$ cat src/rtl/ecc_pkg.sv
package ecc_pkg;
  localparam int BYTE_W     = 8;
  localparam int BIT_AW     = $clog2(BYTE_W);
  localparam int COL_W      = 2 * BIT_AW;
  localparam int BLK_AW_DEF = 8;

  // even/odd column parity contribution of one byte
  function automatic logic [COL_W-1:0] col_contrib(input logic [BYTE_W-1:0] b);
    logic [COL_W-1:0] c;
    c = '0;
    for (int j = 0; j < BIT_AW; j++) begin
      for (int t = 0; t < BYTE_W; t++) begin
        if (t[j]) c[2*j+1] = c[2*j+1] ^ b[t];
        else      c[2*j]   = c[2*j]   ^ b[t];
      end
    end
    return c;
  endfunction
endpackage

$ cat src/rtl/ecc_col_acc.sv
module ecc_col_acc
  import ecc_pkg::*;
(
  input  logic              clk_i,
  input  logic              rst_ni,
  input  logic              clr_i,
  input  logic              restart_i,
  input  logic              en_i,
  input  logic [BYTE_W-1:0] data_i,
  output logic [COL_W-1:0]  col_nxt_o,
  output logic              par_o
);
  logic [COL_W-1:0] col_q;
  logic [COL_W-1:0] contrib;

  always_comb begin
    contrib = col_contrib(data_i);
    par_o   = ^data_i;
  end

  assign col_nxt_o = en_i ? (col_q ^ contrib) : col_q;

  always_ff @(posedge clk_i or negedge rst_ni) begin
    if (!rst_ni)                 col_q <= '0;
    else if (clr_i || restart_i) col_q <= '0;
    else if (en_i)               col_q <= col_q ^ contrib;
  end
endmodule

$ cat src/rtl/ecc_line_acc.sv
module ecc_line_acc #(
  parameter int Aw = 9
) (
  input  logic            clk_i,
  input  logic            rst_ni,
  input  logic            clr_i,
  input  logic            restart_i,
  input  logic            en_i,
  input  logic [Aw-1:0]   bit_en_i,
  input  logic [Aw-1:0]   idx_i,
  input  logic            par_i,
  output logic [2*Aw-1:0] lp_nxt_o
);
  for (genvar k = 0; k < Aw; k++) begin : g_line
    logic ev_q, od_q;
    logic hit;

    assign hit = en_i && bit_en_i[k] && par_i;
    assign lp_nxt_o[2*k]   = ev_q ^ (hit && !idx_i[k]);
    assign lp_nxt_o[2*k+1] = od_q ^ (hit && idx_i[k]);

    always_ff @(posedge clk_i or negedge rst_ni) begin
      if (!rst_ni) begin
        ev_q <= 1'b0;
        od_q <= 1'b0;
      end else if (clr_i || restart_i) begin
        ev_q <= 1'b0;
        od_q <= 1'b0;
      end else begin
        ev_q <= lp_nxt_o[2*k];
        od_q <= lp_nxt_o[2*k+1];
      end
    end
  end
endmodule

$ cat src/rtl/ecc_seq_ctrl.sv
module ecc_seq_ctrl #(
  parameter int BlkAw = 8,
  localparam int LineAw = BlkAw + 1
) (
  input  logic              clk_i,
  input  logic              rst_ni,
  input  logic              clr_i,
  input  logic              mode_i,
  input  logic              valid_i,
  output logic              take_o,
  output logic [LineAw-1:0] idx_o,
  output logic              store1_o,
  output logic              store2_o,
  output logic              done1_o,
  output logic              done2_o
);
  logic [LineAw-1:0] cnt_q;
  logic              done1_q, done2_q;
  logic              frozen, half_end, upper;

  assign frozen   = done2_q || (done1_q && mode_i);
  assign take_o   = valid_i && !clr_i && !frozen;
  assign half_end = &cnt_q[BlkAw-1:0];
  assign upper    = cnt_q[BlkAw];
  assign store1_o = take_o && half_end && (mode_i ? upper : !upper);
  assign store2_o = take_o && half_end && upper && !mode_i;
  assign idx_o    = cnt_q;
  assign done1_o  = done1_q;
  assign done2_o  = done2_q;

  always_ff @(posedge clk_i or negedge rst_ni) begin
    if (!rst_ni) begin
      cnt_q   <= '0;
      done1_q <= 1'b0;
      done2_q <= 1'b0;
    end else if (clr_i) begin
      cnt_q   <= '0;
      done1_q <= 1'b0;
      done2_q <= 1'b0;
    end else begin
      if (take_o)   cnt_q   <= cnt_q + 1'b1;
      if (store1_o) done1_q <= 1'b1;
      if (store2_o) done2_q <= 1'b1;
    end
  end
endmodule

$ cat src/rtl/ecc_stream_gen.sv
module ecc_stream_gen #(
  parameter int BlkAw = ecc_pkg::BLK_AW_DEF,
  localparam int LineAw = BlkAw + 1,
  localparam int CodeW  = ecc_pkg::COL_W + 2 * LineAw
) (
  input  logic                      clk_i,
  input  logic                      rst_ni,
  input  logic                      clr_i,
  input  logic                      mode_i,
  input  logic                      valid_i,
  input  logic [ecc_pkg::BYTE_W-1:0] data_i,
  output logic [CodeW-1:0]          ecc1_o,
  output logic [CodeW-1:0]          ecc2_o,
  output logic                      done1_o,
  output logic                      done2_o
);
  import ecc_pkg::*;

  logic              take, store1, store2, par;
  logic [LineAw-1:0] idx;
  logic [COL_W-1:0]  col_nxt;
  logic [2*LineAw-1:0] lp_nxt;
  logic [LineAw-1:0] bit_en;
  logic [CodeW-1:0]  code_nxt;
  logic [CodeW-1:0]  ecc1_q, ecc2_q;

  ecc_seq_ctrl #(.BlkAw(BlkAw)) u_ctrl (
    .clk_i    (clk_i),
    .rst_ni   (rst_ni),
    .clr_i    (clr_i),
    .mode_i   (mode_i),
    .valid_i  (valid_i),
    .take_o   (take),
    .idx_o    (idx),
    .store1_o (store1),
    .store2_o (store2),
    .done1_o  (done1_o),
    .done2_o  (done2_o)
  );

  ecc_col_acc u_col (
    .clk_i     (clk_i),
    .rst_ni    (rst_ni),
    .clr_i     (clr_i),
    .restart_i (store1),
    .en_i      (take),
    .data_i    (data_i),
    .col_nxt_o (col_nxt),
    .par_o     (par)
  );

  // top index bit only counts for the long block
  assign bit_en = {mode_i, {BlkAw{1'b1}}};

  ecc_line_acc #(.Aw(LineAw)) u_line (
    .clk_i     (clk_i),
    .rst_ni    (rst_ni),
    .clr_i     (clr_i),
    .restart_i (store1),
    .en_i      (take),
    .bit_en_i  (bit_en),
    .idx_i     (idx),
    .par_i     (par),
    .lp_nxt_o  (lp_nxt)
  );

  assign code_nxt = {mode_i ? lp_nxt[2*LineAw-1 -: 2] : 2'b11,
                     lp_nxt[2*BlkAw-1:0], col_nxt};

  always_ff @(posedge clk_i or negedge rst_ni) begin
    if (!rst_ni) begin
      ecc1_q <= '1;
      ecc2_q <= '1;
    end else if (clr_i) begin
      ecc1_q <= '1;
      ecc2_q <= '1;
    end else begin
      if (store1) ecc1_q <= code_nxt;
      if (store2) ecc2_q <= code_nxt;
    end
  end

  assign ecc1_o = ecc1_q;
  assign ecc2_o = ecc2_q;
endmodule

$ cat config.mk
export PLATFORM = sky130hd
export DESIGN_NAME = ecc_stream_gen
export DESIGN_NICKNAME = d
export VERILOG_FILES = /design/src/rtl/ecc_pkg.sv /design/src/rtl/ecc_col_acc.sv /design/src/rtl/ecc_line_acc.sv /design/src/rtl/ecc_seq_ctrl.sv /design/src/rtl/ecc_stream_gen.sv
export SDC_FILE = /design/constraint.sdc
export NUM_CORES = 1
export LEC_CHECK = 0
export BUFFER_PORTS_ARGS = -buffer_cell sky130_fd_sc_hd__buf_2
export CORE_MARGIN = 3
export CORE_UTILIZATION = 58
export CTS_BUF_LIST = sky130_fd_sc_hd__clkbuf_8
export CTS_CLUSTER_SIZE = 24
export DETAILED_ROUTE_END_ITERATION = 8
export PLACE_DENSITY_LB_ADDON = 0.12
export SLEW_MARGIN = 15
export SYNTH_ARGS = -nofsm -noshare
export SYNTH_HDL_FRONTEND = slang
export SYNTH_SLANG_ARGS = --single-unit
$ cat constraint.sdc
create_clock -name clk_i -period 2.32 [get_ports clk_i]
set_input_delay 0.232 -clock clk_i [delete_from_list [all_inputs] [get_ports clk_i]]
set_output_delay 0.232 -clock clk_i [all_outputs]
set_load 0.02 [all_outputs]
Word-level counts from Yosys, hierarchy flattened:

Cells that the tools add are included.

* ROM bits: 0
* input bits: 13
* output and inout port bits: 50
* RAM bits: 0
* memories kept: 0
* logic and storage cells: 140
* register bits after elaboration: 83
* latch bits: 0

* multiply operators: 0
* mux-type cells: 32
* $lt $le $gt $ge: 0
* add/subtract/negate cells: 1
* shift operators: 0
* bitwise gates (word level): 36
* equality and inequality tests: 0
* divide/modulo/power cells: 0
* reductions and logical operators: 47

Operators with widths (count)
* $mux 24: 4
* $xor 1x1->1: 35
* $logic_and 1x1->1: 28
* $mux 1: 23
* $mux 9: 2
* $logic_not 1->1: 12
* $mux 6: 2
* $add 9x1->9 const B: 1
* $reduce_and 8->1: 1
* $reduce_xor 8->1: 1
* $reduce_bool 2->1: 3
* $xor 6x6->6: 1
* $logic_or 1x1->1: 2
* $mux 2: 1

Logic depth before layout (Yosys ltp):

* depth after elaboration: 11
* gate-level depth with buffers: 9
* depth with buffers taken out: 6

Modules after synthesis:

From an unflattened synthesis, not the netlist that was laid out.

* cell total of the unflattened synthesis: 398
* area, all modules: 4506.8 um2

Modules (own cells, without submodules)
* ecc_stream_gen: cells an instance 164, instances 1, area an instance 2128.3 um2
* ecc_line_acc: cells an instance 120, instances 1, area an instance 1263.7 um2
* ecc_seq_ctrl: cells an instance 62, instances 1, area an instance 611.8 um2
* ecc_col_acc: cells an instance 52, instances 1, area an instance 503.0 um2

Worst setup path before layout:

OpenSTA, ideal clock, no wires.

* kind: register to register
* from: register u_ctrl.done2_q, in the netlist u_ctrl.done2_o
* to: register u_col.col_q[3]
* data required time: 2.195 ns
* arrival time: 1.856 ns
* cell stages (with the launch flop): 8
* setup slack: 0.339 ns
* setup time: 0.125 ns
* clock period less this slack: 1.981 ns
* path buffers: 1
* cells stage by stage: dfrtp_1 nor2b_1 nand4_2 or3_4 or2_1 nand2_2 buf_2 nor2_1

* word-level cells in the longest chain between the ends: 7

RTL lines
* start, declared: line ecc_seq_ctrl.sv:18 `logic done1_q, done2_q;`
* start signal, assigned: line ecc_seq_ctrl.sv:35 `done2_q <= 1'b0;`
* start signal, assigned: line ecc_seq_ctrl.sv:39 `done2_q <= 1'b0;`
* start signal, assigned: line ecc_seq_ctrl.sv:43 `if (store2_o) done2_q <= 1'b1;`
* $logic_or 1x1->1 *: line ecc_seq_ctrl.sv:21 `assign frozen = done2_q || (done1_q && mode_i);`
* $logic_not 1->1 *: line ecc_seq_ctrl.sv:22 `assign take_o = valid_i && !clr_i && !frozen;`
* $logic_and 1x1->1 *: line ecc_seq_ctrl.sv:22
* $logic_and 1x1->1 (2 in series): line ecc_seq_ctrl.sv:25 `assign store1_o = take_o && half_end && (mode_i ? upper : !upper);`
* $logic_or 1x1->1: line ecc_col_acc.sv:25 `else if (clr_i || restart_i) col_q <= '0;`
* $mux 6 *: line ecc_col_acc.sv:25
* end signal, assigned: line ecc_col_acc.sv:26 `else if (en_i) col_q <= col_q ^ contrib;`
* end, declared: line ecc_col_acc.sv:13 `logic [COL_W-1:0] col_q;`

Every way passes the cells marked *; elsewhere a longest branch is shown, timed or not.
A chain may end at the register's enable or synchronous reset.

Worst setup path in the final report:

* from: register u_ctrl.cnt_q[0], in the netlist u_ctrl.idx_o[0]
* to: register ecc2_q[21], in the netlist ecc2_o[21]

* word-level cells in the longest chain between the ends: 5

RTL lines
* start, declared: line ecc_seq_ctrl.sv:17 `logic [LineAw-1:0] cnt_q;`
* start signal, assigned: line ecc_seq_ctrl.sv:41 `if (take_o) cnt_q <= cnt_q + 1'b1;`
* $reduce_and 8->1: line ecc_seq_ctrl.sv:23 `assign half_end = &cnt_q[BlkAw-1:0];`
* $logic_and 1x1->1 (3 in series): line ecc_seq_ctrl.sv:26 `assign store2_o = take_o && half_end && upper && !mode_i;`
* $reduce_bool 2->1 (no line)
* end signal, assigned: line ecc_stream_gen.sv:79 `if (store2) ecc2_q <= code_nxt;`
* end, declared: line ecc_stream_gen.sv:25 `logic [CodeW-1:0] ecc1_q, ecc2_q;`

Every way passes these cells.

==> flow_metrics.py <==
metrics = {
    "sta": {
        "rsz0062_at_grt": "no",
        "hold_viol_final": 0,
        "fin_crit_ns": 2.11,
        "timing.hold.ws_ns": 0.376,
        "finalSetupViolations": 0,
        "relSlewSlack_pct": 48.2,
        "tightest_slew_ns": 0.777,
        "max_freq_mhz": 475,
        "skew_ns": 0.00884,
        "layout_worst_path_cycle_share_pct": 90.8,
        "finalWorstSetupSlack_ns": 0.214,
        "tns_ns": 0,
        "slew_viol_final": 0,
    },
    "routing": {
        "dr.pass1.iters": 4,
        "routedWlPerCell_um": 16.1,
        "via_per_inst": 5.57,
        "drc": 0,
        "wirelength_um": 7890,
        "ant_nets": 0,
        "dr_total_vias": 2729,
        "drt-initial-drc-count": 169,
    },
    "floorplanning": {
        "chipHeight_um": 85.9,
        "dieWidth_um": 85.9,
        "start_util_pct": 61.1,
        "core-area_mm2": 0.00606,
        "ios": 63,
        "num_rows": 28,
        "die_area_mm2": 0.00738,
    },
    "power": {
        "switching_share_pct": 24.8,
        "p_total_mw": 2.97,
        "powerDensity_mw_per_mm2": 686,
        "internal_power_mw": 2.23,
        "power.share.sequential_pct": 50.9,
        "ir_worst_vdd_mv": 0.347,
        "leakage_nw": 1.74,
        "clockPowerShare_pct": 37.3,
        "pwr-share-comb_pct": 11.8,
        "power.switching_mw": 0.738,
    },
    "clock_tree": {
        "clkSlewWorstSetupHoldPaths_ns": 0.08,
        "root_buffer": "clkbuf_8",
        "numCtsBuffers": 9,
        "cts.sinks": 83,
        "clock_latency_ns": 0.35,
        "cts_max_level": 3,
        "cts_tree": "built",
        "clk_path_buf_depth": 2,
    },
    "placement": {
        "dp_hpwl_um": 5300,
        "gp_congestion": 0.891,
        "placedCellCount": 473,
        "post-place-ws_ns": 0.200,
        "port_buffers": 62,
        "dpl-instance-area_mm2": 0.00410,
    },
    "finish": {
        "fin_area_mm2": 0.00433,
        "antenna_cells": 0,
        "fin_util_pct": 71.4,
        "final_cell_mix": "buf_2 (61), nor2_1 (51), nor3_1 (50)",
        "areaGrowthSynthToFinish_pct": 16.9,
        "layout.nets": 424,
        "fillers": 469,
        "final_common_cell": "buf_2",
        "drive_gt1_share_pct": 36.9,
        "fin_cells": 490,
    },
    "global_route": {
        "grtUsageTotal_pct": 23.2,
        "grt_pass1_wl_um": 13300,
        "gr-total-overflow": 0,
        "grt_pass1_vias": 2744,
        "antenna_found_initial": 0,
        "grt_max_degree": 64,
    },
    "synthesis": {
        "yosys.cell_types.count": 34,
        "postSynthAreaPerCell_um2": 10.7,
        "synth-seq-area-share_pct": 57.7,
        "yosys_warnings": 0,
        "synth_top_family_by_area": "simple AND/OR/NAND/NOR gates",
        "yosys.area_share.simple_pct": 19.4,
        "syn-num-nets": 359,
        "synthMuxAreaShare_pct": 0.811,
        "synth_compound_area_share_pct": 6.28,
        "synthAdderAreaFrac_pct": 0.338,
        "synth_xor_area_share_pct": 12.4,
        "syn_inst": 345,
        "ys_ff_latch": 83,
        "synthesis.area_mm2": 0.00370,
    },
    "critical_path": {
        "slowest_stage": "dfrtp_1",
        "cp.arrival_ns": 2.37,
        "worstSetupPathType": "register to register",
        "cp-end-kind": "register",
        "path_max_fanout": 19,
        "worst_path_largest_cell_delay_ns": 0.46,
        "required_ns": 2.58,
        "start_kind": "register",
        "crit_chain": "ha_1, nand3_1, or3_4, nor3b_4, buf_4, nor3_1, a311oi_2",
    },
    "min_path": {
        "hold_class": "input port to register",
    },
    "outcome": {
        "status": "finished, final reports clean",
    },
    "job": {
        "maxCapViolations": 0,
    },
}
## power groups by stage
stage | clock (mW) | combinational, mW | sequential, mW
2_1_floorplan | 0 | 0.250 | 1.53
3_3_place_gp | 0 | 0.342 | 1.53
3_5_place_dp | 0 | 0.348 | 1.53
4_1_cts | 1.13 | 0.351 | 1.51
5_1_grt | 1.19 | 0.386 | 1.51
6_report | 1.11 | 0.352 | 1.51
## sequential cells by signal (all words and copies together) (netlist names)
signal,cells
u_line.g_line.ev_q,9
ecc2_o,24
u_line.g_line.od_q,9
ecc1_o,24
u_col.col_q,6
u_ctrl.idx_o,9
u_ctrl.done2_o,1
u_ctrl.done1_o,1
## cells in the mapped netlist
master    instances  area share, %
nor2_1           52            5.3
nor3_1           50            6.8
dfstp_2          48             34
a21oi_1          40            5.4
dfrtp_1          35             24
xnor2_1          26            6.1
xor2_1           21            5.0
buf_2            10            1.4
clkbuf_1          8           0.81
nand2_1           8           0.81
nand3_1           8            1.1
or3_1             4           0.68
and3_1            3           0.51
mux2i_1           3           0.81
nand4_1           3           0.51
nor3_2            3           0.81
xnor2_2           3            1.3
buf_4             2           0.41
nor2b_1           2           0.34
o22a_1            2           0.47
a311oi_2          1           0.41
and2_1            1           0.17
buf_1             1           0.10
buf_6             1           0.30
ha_1              1           0.34
inv_2             1           0.10
nand2_2           1           0.17
nand4_2           1           0.34
nor3b_2           1           0.34
nor3b_4           1           0.51
nor4b_1           1           0.24
nor4b_2           1           0.41
or2_1             1           0.17
or3_4             1           0.30
## timing repair
action                                 CTS  global route
setup buffers                            0             0
hold buffers                             1             0
endpoints found under the hold margin   35             0
resized for setup                        0             2
setup endpoints to repair                0            20
## metal layers
layer,global-route usage (%),part of all wire [%],vias to the layer above
met4,10.2,2.2,0
li1,-,-,1296
met2,37.1,48,70
met1,31.3,45,1347
met5,0,0,-
met3,3.84,5.2,16
## cell type report
type | instances | area (um^2) | area share [%]
timing repair buffer | 76 | 420 | 9.71
inverter | 1 | 3.75 | 0.0867
clock buffer | 10 | 138 | 3.18
clock inverter | 6 | 76.3 | 1.76
sequential | 83 | 2140 | 49.3
multi-input combinational | 239 | 1460 | 33.7
tap | 75 | 93.8 | 2.17
## path summary, 6_finish.rpt
check / from / end / slack (ns) / depth (start not counted)
min in group asynchronous: rst_ni / u_line.g_line[1].ev_q / 0.51 / 2
min reg2reg: u_line.g_line[8].ev_q / ecc1_o[22] / 0.53 / 1
max reg2reg: u_ctrl.idx_o[0] / ecc2_o[21] / 0.21 / 7
max in group asynchronous: rst_ni / ecc2_o[12] / 1.05 / 3
min: clr_i / u_line.g_line[7].ev_q / 0.38 / 5
max: u_ctrl.idx_o[0] / ecc2_o[21] / 0.21 / 7
## worst max-delay path, delay by kind of cell (launching register included)
kind	cells	cell delay (ns)
AO/OA/AOI/OAI	1	0.21
adder cells (fa/ha/maj)	1	0.23
AND/OR/NAND/NOR	4	0.85
flip-flops	1	0.46
buffers and inverters	1	0.27
## cells by family after synthesis
| group | Yosys count |
|---|---|
| xor+xnor | 50 |
| flops | 83 |
| mux | 3 |
| compound gates | 43 |
| buf+inv | 23 |
| fa+ha+maj | 1 |
| simple gates | 142 |
Note: power is estimated with default switching activity, not from simulation.
